### src/rtl/card_cmd_pkg.sv
`timescale 1ns/1ps
package card_cmd_pkg;

  typedef enum logic [3:0] {
    ST_IDLE  = 4'd0,
    ST_READY = 4'd1,
    ST_IDENT = 4'd2,
    ST_STBY  = 4'd3,
    ST_TRAN  = 4'd4,
    ST_PRG   = 4'd7,
    ST_SLP   = 4'd9,
    ST_INA   = 4'd15
  } card_state_e;

  typedef enum logic [2:0] {
    RSP_NONE = 3'd0,
    RSP_R1   = 3'd1,
    RSP_R1B  = 3'd2,
    RSP_INV  = 3'd3
  } rsp_e;

  localparam int STATE_W   = 4;
  localparam int RSP_W     = 3;
  localparam int STATE_LSB = 9;
  localparam int ILL_BIT   = 22;

endpackage

### src/rtl/card_cmd_gate.sv
`timescale 1ns/1ps
// Decides whether a command is silently dropped by the sleep/inactive filter.
module card_cmd_gate
  import card_cmd_pkg::*;
#(
  parameter int          IDX_W    = 6,
  parameter int          ARG_W    = 32,
  parameter int          WAKE_IDX = 5,
  parameter logic [31:0] MAGIC_A  = 32'h0000_0000,
  parameter logic [31:0] MAGIC_B  = 32'hF0F0_F0F0
) (
  input  card_state_e      state,
  input  logic [IDX_W-1:0] idx,
  input  logic [ARG_W-1:0] arg,
  output logic             muted
);

  logic is_reset_cmd;
  logic is_wake_cmd;
  logic magic_ok;

  always_comb begin
    is_reset_cmd = (idx == '0);
    is_wake_cmd  = (idx == IDX_W'(WAKE_IDX));
    magic_ok     = (arg == ARG_W'(MAGIC_A)) || (arg == ARG_W'(MAGIC_B));
    muted        = 1'b0;
    if (state == ST_INA) begin
      muted = 1'b1;
    end else if (state == ST_SLP) begin
      if (is_reset_cmd) begin
        muted = !magic_ok;
      end else if (!is_wake_cmd) begin
        muted = 1'b1;
      end
    end
  end

endmodule

### src/rtl/card_cmd_decode.sv
`timescale 1ns/1ps
// Next-state and response decision for a command that passed the gate.
module card_cmd_decode
  import card_cmd_pkg::*;
#(
  parameter int IDX_W = 6,
  parameter int RCA_W = 16
) (
  input  card_state_e      state,
  input  logic [IDX_W-1:0] idx,
  input  logic [RCA_W-1:0] arg_addr,
  input  logic             arg_sleep,
  input  logic [RCA_W-1:0] rca,
  output card_state_e      nxt_state,
  output rsp_e             rsp,
  output logic             ld_rca,
  output logic             ld_cnt,
  output logic             soft_rst,
  output logic             stat_rd
);

  logic addr_hit;

  always_comb begin
    addr_hit  = (arg_addr == rca);
    nxt_state = state;
    rsp       = RSP_INV;
    ld_rca    = 1'b0;
    ld_cnt    = 1'b0;
    soft_rst  = 1'b0;
    stat_rd   = 1'b0;
    unique case (idx)
      IDX_W'(0): begin
        nxt_state = ST_IDLE;
        rsp       = RSP_NONE;
        soft_rst  = 1'b1;
      end
      IDX_W'(1): begin
        if (state == ST_IDLE) begin
          nxt_state = ST_READY;
          rsp       = RSP_R1;
        end
      end
      IDX_W'(2): begin
        if (state == ST_READY) begin
          nxt_state = ST_IDENT;
          rsp       = RSP_R1;
        end
      end
      IDX_W'(3): begin
        if (state == ST_IDENT || state == ST_STBY) begin
          nxt_state = ST_STBY;
          rsp       = RSP_R1;
          ld_rca    = 1'b1;
        end
      end
      IDX_W'(5): begin
        if (state == ST_STBY) begin
          rsp = RSP_R1B;
          if (arg_sleep) nxt_state = ST_SLP;
        end else if (state == ST_SLP) begin
          rsp = RSP_R1B;
          if (!arg_sleep) nxt_state = ST_STBY;
        end
      end
      IDX_W'(7): begin
        if (state == ST_STBY) begin
          rsp = RSP_R1;
          if (addr_hit) nxt_state = ST_TRAN;
        end else if (state == ST_TRAN) begin
          rsp = RSP_R1;
          if (!addr_hit) nxt_state = ST_STBY;
        end
      end
      IDX_W'(13): begin
        if (state == ST_STBY || state == ST_TRAN) begin
          rsp     = RSP_R1;
          stat_rd = 1'b1;
        end
      end
      IDX_W'(15): begin
        nxt_state = ST_INA;
        rsp       = RSP_NONE;
      end
      IDX_W'(23): begin
        if (state == ST_TRAN) begin
          rsp    = RSP_R1;
          ld_cnt = 1'b1;
        end
      end
      IDX_W'(55): begin
        if (state == ST_IDLE || state == ST_STBY || state == ST_TRAN) begin
          rsp = RSP_R1;
        end
      end
      default: begin
        rsp = RSP_INV;
      end
    endcase
  end

endmodule

### src/rtl/card_cmd_status.sv
`timescale 1ns/1ps
// Illegal-command flag and status word assembly.
module card_cmd_status
  import card_cmd_pkg::*;
#(
  parameter int STAT_W = 32
) (
  input  logic              clk,
  input  logic              rst_n,
  input  logic              en,
  input  logic              set_ill,
  input  logic              clr_ill,
  input  logic              soft_rst,
  input  card_state_e       state,
  output logic [STAT_W-1:0] status
);

  logic ill_q;
  logic ill_d;

  always_comb begin
    ill_d = ill_q;
    if (en) begin
      if (soft_rst || clr_ill) ill_d = 1'b0;
      else if (set_ill)        ill_d = 1'b1;
    end
  end

  always_ff @(posedge clk or negedge rst_n) begin
    if (!rst_n) ill_q <= 1'b0;
    else        ill_q <= ill_d;
  end

  always_comb begin
    status                        = '0;
    status[STATE_LSB +: STATE_W]  = state;
    status[ILL_BIT]               = ill_q;
  end

endmodule

### src/rtl/card_cmd_fsm.sv
`timescale 1ns/1ps
module card_cmd_fsm
  import card_cmd_pkg::*;
#(
  parameter int          IDX_W     = 6,
  parameter int          ARG_W     = 32,
  parameter int          RCA_W     = 16,
  parameter int          CNT_W     = 16,
  parameter int          STAT_W    = 32,
  parameter int          SLEEP_BIT = 15,
  parameter logic [15:0] RCA_RESET = 16'h0001
) (
  input  logic              clk,
  input  logic              rst_n,
  input  logic              cmd_valid,
  input  logic [IDX_W-1:0]  cmd_idx,
  input  logic [ARG_W-1:0]  cmd_arg,
  output logic              rsp_valid,
  output logic [RSP_W-1:0]  rsp_type,
  output logic [STAT_W-1:0] status,
  output logic [RCA_W-1:0]  rca,
  output logic [CNT_W-1:0]  blk_cnt
);

  localparam int ADDR_LSB = ARG_W - RCA_W;

  card_state_e      state_q, state_d;
  logic [RCA_W-1:0] rca_q, rca_d;
  logic [CNT_W-1:0] cnt_q, cnt_d;
  logic             rv_q;
  rsp_e             rt_q, rt_d;

  logic             muted;
  card_state_e      dec_state;
  rsp_e             dec_rsp;
  logic             ld_rca, ld_cnt, soft_rst, stat_rd;
  logic             take;

  card_cmd_gate #(.IDX_W(IDX_W), .ARG_W(ARG_W)) i_gate (
    .state (state_q),
    .idx   (cmd_idx),
    .arg   (cmd_arg),
    .muted (muted)
  );

  card_cmd_decode #(.IDX_W(IDX_W), .RCA_W(RCA_W)) i_decode (
    .state     (state_q),
    .idx       (cmd_idx),
    .arg_addr  (cmd_arg[ARG_W-1 -: RCA_W]),
    .arg_sleep (cmd_arg[SLEEP_BIT]),
    .rca       (rca_q),
    .nxt_state (dec_state),
    .rsp       (dec_rsp),
    .ld_rca    (ld_rca),
    .ld_cnt    (ld_cnt),
    .soft_rst  (soft_rst),
    .stat_rd   (stat_rd)
  );

  assign take = cmd_valid && !muted;

  card_cmd_status #(.STAT_W(STAT_W)) i_status (
    .clk      (clk),
    .rst_n    (rst_n),
    .en       (take),
    .set_ill  (dec_rsp == RSP_INV),
    .clr_ill  (stat_rd),
    .soft_rst (soft_rst),
    .state    (state_q),
    .status   (status)
  );

  // Next-state process
  always_comb begin
    state_d = state_q;
    rca_d   = rca_q;
    cnt_d   = cnt_q;
    rt_d    = rt_q;
    if (cmd_valid) begin
      rt_d = muted ? RSP_NONE : dec_rsp;
    end
    if (take) begin
      state_d = dec_state;
      if (soft_rst) begin
        rca_d = RCA_RESET[RCA_W-1:0];
        cnt_d = '0;
      end
      if (ld_rca) rca_d = cmd_arg[ADDR_LSB +: RCA_W];
      if (ld_cnt) cnt_d = cmd_arg[CNT_W-1:0];
    end
  end

  // Register process
  always_ff @(posedge clk or negedge rst_n) begin
    if (!rst_n) begin
      state_q <= ST_IDLE;
      rca_q   <= RCA_RESET[RCA_W-1:0];
      cnt_q   <= '0;
      rv_q    <= 1'b0;
      rt_q    <= RSP_NONE;
    end else begin
      state_q <= state_d;
      rca_q   <= rca_d;
      cnt_q   <= cnt_d;
      rv_q    <= cmd_valid;
      rt_q    <= rt_d;
    end
  end

  assign rsp_valid = rv_q;
  assign rsp_type  = rt_q;
  assign rca       = rca_q;
  assign blk_cnt   = cnt_q;

  // a response strobe only follows a command
  a_r2_rsp_follows_cmd: assert property (@(posedge clk) disable iff (!rst_n)
    rsp_valid |-> $past(cmd_valid));

  // sleeping card drops everything except reset and sleep/awake
  a_r7_sleep_filter: assert property (@(posedge clk) disable iff (!rst_n)
    (cmd_valid && state_q == ST_SLP && cmd_idx != IDX_W'(0) && cmd_idx != IDX_W'(5))
    |=> (state_q == ST_SLP && rsp_type == RSP_NONE && $stable(rca_q) && $stable(status)));

  // inactive card stays inactive and silent
  a_r9_inactive_sticky: assert property (@(posedge clk) disable iff (!rst_n)
    (cmd_valid && state_q == ST_INA) |=> (state_q == ST_INA && rsp_type == RSP_NONE));

  // address assignment stores the upper argument half
  a_r4_rca_load: assert property (@(posedge clk) disable iff (!rst_n)
    (cmd_valid && cmd_idx == IDX_W'(3) && (state_q == ST_IDENT || state_q == ST_STBY))
    |=> (rca == $past(cmd_arg[ADDR_LSB +: RCA_W]) && state_q == ST_STBY));

  // block count keeps only the low half
  a_r11_cnt_load: assert property (@(posedge clk) disable iff (!rst_n)
    (cmd_valid && cmd_idx == IDX_W'(23) && state_q == ST_TRAN)
    |=> (blk_cnt == $past(cmd_arg[CNT_W-1:0])));

  // an invalid-state answer is always accompanied by the illegal flag
  a_r12_illegal_flag: assert property (@(posedge clk) disable iff (!rst_n)
    (rsp_valid && rsp_type == RSP_INV) |-> status[ILL_BIT]);

endmodule

### config.mk
export PLATFORM = sky130hd
export DESIGN_NAME = card_cmd_fsm
export DESIGN_NICKNAME = d
export VERILOG_FILES = /design/src/rtl/card_cmd_pkg.sv /design/src/rtl/card_cmd_gate.sv /design/src/rtl/card_cmd_decode.sv /design/src/rtl/card_cmd_status.sv /design/src/rtl/card_cmd_fsm.sv
export SDC_FILE = /design/constraint.sdc
export NUM_CORES = 1
export LEC_CHECK = 0
export BUFFER_PORTS_ARGS = -buffer_cell sky130_fd_sc_hd__buf_2
export CELL_PAD_IN_SITES_DETAIL_PLACEMENT = 0
export CELL_PAD_IN_SITES_GLOBAL_PLACEMENT = 1
export CORE_MARGIN = 2
export CORE_UTILIZATION = 36
export DETAILED_ROUTE_END_ITERATION = 12
export PLACE_DENSITY = 0.89
export SYNTH_ARGS = -nofsm -noshare
export SYNTH_HDL_FRONTEND = slang
export SYNTH_HIERARCHICAL = 1
export SYNTH_SLANG_ARGS = --single-unit
### constraint.sdc
create_clock -name clk -period 2.3 [get_ports clk]
set_input_delay 0.345 -clock clk [delete_from_list [all_inputs] [get_ports clk]]
set_output_delay 0.345 -clock clk [all_outputs]
set_load 0.005 [all_outputs]
==> results.md <==
* Status: completed
* Placed inst area at 0.003202 mm²
* Min Tclk post-route at 2155 ps
* Min-Delay Path Class: input pin to asynchronous set/reset pin
* Filler-free cell count of the finished design at 473
* Clk pwr share at 29.4%
* CTS tree: built
* Mean Syn Cell Area at 9.806 µm²
* Clock Latency Late Sink at 290 ps
* Final instance area at 0.003347 mm²
* Synth Warn # at 6
* Slowest CP cell: dfrtp_2
* Rows at 31
* Vias in the first global route at 2301
* CTS clock-pin slew for the worst setup and hold paths at 80 ps
* WP data required at 2480 ps
* Clk sinks at 41
* Initial core utilization at 37.25%
* Routed length per instance at 15.52 µm
* Unrepaired setup endpoints after global routing: false
* Logic pwr share at 32.9%
* Hold buffers post-CTS at 0
* Chip height at 90.87 µm
* Routed Antenna Nets at 0
* Routability cong. at 0.9515
* Detailed Route WL at 7.339 mm
* Synth unique cells at 55
* Nets at 414
* Largest family of logic cells by synthesized area: compound AO/OA/AOI/OAI gates
* Core Util, Final at 45.90%
* Core Footprint at 0.007292 mm²
* Layout area overhead at 23.22%
* Dpl hpwl at 5.730 mm
* P_leak at 0.001626 µW
* Total CTS buffers at 5
* Sequential cell area fraction in the yosys report at 37.82%
* Async SR Flop Fraction at 100.0%
* Net Sw Power at 761.8 µW
* Crit path buf inv count at 1
* Mux share of post-synthesis cell area at 2.027%
* Max-cap viol count at 0
* Worst-margin pin slew at 897.2 ps
* Synth Register Bits at 41
* Syn Inst Count at 277
* Area leader, netlist: dfrtp_1
* Slew Viols, Final at 0
* Drt drc at 0
* Die ar. at 0.008256 mm²
* Clk buf depth at 2
* Placed insts at 465
* Cell Int Power at 1622 µW
* Primary FF master, synth: dfrtp_1
* Largest net degree at the start of global routing at 42
* Share of cells above drive strength 1 at 39.04%
* Synth Area in XOR/XNOR at 5.804%
* Crit start category: flip-flop
* VDD IR max at 0.0002424 V
* Critical path's largest stage delay at 470 ps
* Setup CP Type: flip-flop to flip-flop
* Initial antenna violation count at 0
* Sw frac at 31.96%
* Max frequency at 0.4641 GHz
* Crit path max-delay family: simple AND/OR/NAND/NOR gates
* Vias/cell at 5.180
* EDFF count, synth at 0
* Congestion Overflow GR at 0
* Ports at 109
* Final setup margin at 145.4 ps
* CTS root buf: clkbuf_8
* Crit path arrival time at 2340 ps
* Pre-CTS setup slack at -28.50 ps
* Synthesized cell area at 0.002716 mm²
* CTS H-tree depth at 2
* Die Width at 90.87 µm
* Skew final at 7.542 ps
* Antenna diodes at 0
* Crit-path max FO at 7
* Worst-path cell chain: buf_4 > xnor2_1 > o311ai_2 > nand3_1 > o21a_1 > or3_1 > mux2_2
* Synth top area share at 36.85%
* Worst rel slew slack at 40.19%
* Post-synthesis simple-gate area fraction at 17.78%
* PwrDens at 712.2 mW/mm²
* Ranking of synthesized cells by area: dfrtp_1 (37%), buf_4 (9.7%), a22o_1 (6.1%), xnor2_1 (5.8%), a22o_2 (4.4%)
* Pre-Repair DR Iteration Count at 4
* DR iter-0 viols at 218
* Worst Setup End Kind: flip-flop
* Synth Area in Adders at 0.3685%
* Tot GR Track Use at 17.61%
* # fillers at 702
* Compound-gate portion of the synthesized area at 20.73%
* Flop pwr share at 37.7%
* I/O Buffers at 81
* Hold WS at 174.8 ps
* Final setup viols at 0
* Final hold vios at 0
* Via count at 2450
* Tcrit/Tclk final at 93.68%
* First-pass GRT wire length at 11.80 mm
==> cell usage after synthesis, drive strengths merged (3+ instances only) <==
master	count
nand3b	4
a31oi	4
nand2	10
clkbuf	3
buf	46
mux2	4
nor2	14
and2	4
dfrtp	40
nor4	14
inv	7
nor3	7
nand3	5
a21oi	6
or3	3
xnor2	18
nand4	11
a22o	31
o21ai	11
==> kinds of logic after synthesis <==
kind of cell,Yosys count
muxes,5
adders and majority gates,1
AOI/OAI and AO/OA,72
other,2
buffers and inverters,56
DFF,41
xor gates and xnor gates,18
and+or+nand+nor,82
==> power groups by stage <==
stage | logic (µW) | clock network (µW) | registers [µW]
3_3_place_gp | 770 | 0 | 909
4_1_cts | 780 | 716 | 896
6_report | 784 | 701 | 899
2_1_floorplan | 565 | 0 | 859
3_5_place_dp | 775 | 0 | 911
5_1_grt | 867 | 753 | 914
==> cell type report <==
| type | instances | area, µm² | share of cell area, % |
|---|---|---|---|
| Timing Repair Buffer | 112 | 650.6 | 19.44 |
| Inverter | 7 | 26.28 | 0.7850 |
| Tap cell | 99 | 123.9 | 3.701 |
| Multi-Input combinational cell | 206 | 1380 | 41.23 |
| Clock inverter | 3 | 68.82 | 2.056 |
| Clock buffer | 5 | 68.82 | 2.056 |
| Sequential cell | 41 | 1028 | 30.73 |
==> placed cells by master, fill, tap and decap left out, types with 2 or more instances in the layout <==
cell type and instances:
nand4_1 11, mux2_2 4, a22o_1 19, or4b_1 2, buf_2 81, nand2_1 10
xnor2_1 18, and2_1 2, a22o_2 12, bufinv_16 2, a211oi_1 2, conb_1 28
o21a_1 2, o211ai_1 2, or3_1 2, nor4_1 14, o21ai_1 2, nand2b_1 2
dfrtp_1 39, and2_4 2, nor2_1 13, a21oi_1 6, nor3_1 7, o22ai_1 2
buf_4 30, nand3b_1 4, o21ai_0 9, clkbuf_8 5, nand3_1 5, a31oi_1 4
inv_1 7
==> routing by layer <==
layer | global-route usage, % | routed length (µm) | vias up
met5 | 0 | 0 | -
met4 | 4.040 | 118 | 0
met3 | 4.508 | 546 | 10
met2 | 28.42 | 3435 | 113
met1 | 23.82 | 3238 | 1160
li1 | - | - | 1167
==> state kept, by name (all words and copies together), names as in the netlist <==
| name | cells |
|---|---|
| blk_cnt | 16 |
| rca | 16 |
| state_q | 4 |
| rsp_type | 3 |
| i_status/ill_q | 1 |
| rsp_valid | 1 |
==> per-stage QoR <==
step           TNS, ps  total power [µW]
2_1_floorplan        0              1424
3_3_place_gp    -19.83              1680
3_5_place_dp    -419.3              1686
4_1_cts              0              2393
5_1_grt              0              2533
6_report             0              2384
==> final timing paths <==
path | endpoint | depth (start not counted) | startpoint | slack [ps]
worst max register to register | state_q[1] | 7 | state_q[1] | 150
worst min register to register | rca[0] | 2 | rca[0] | 500
max in group asynchronous | state_q[1] | 1 | rst_n | 1500
worst max-delay path | state_q[1] | 7 | state_q[1] | 150
min in group clk | rsp_valid | 1 | cmd_valid | 250
worst min-delay path | rsp_valid | 1 | rst_n | 170
==> worst register-to-register path: stages, from the launching register on <==
cell and delay (ps):
dfrtp_2 470, buf_4 180, xnor2_1 140, o311ai_2 280, nand3_1 140, o21a_1 200
or3_1 370, mux2_2 270
==> timing repair <==
action	4_1_cts	5_1_grt
endpoints found under the setup margin	0	30
gates resized for setup	0	2
buffers inserted	0	0
Power figures use the tool's default switching activity.
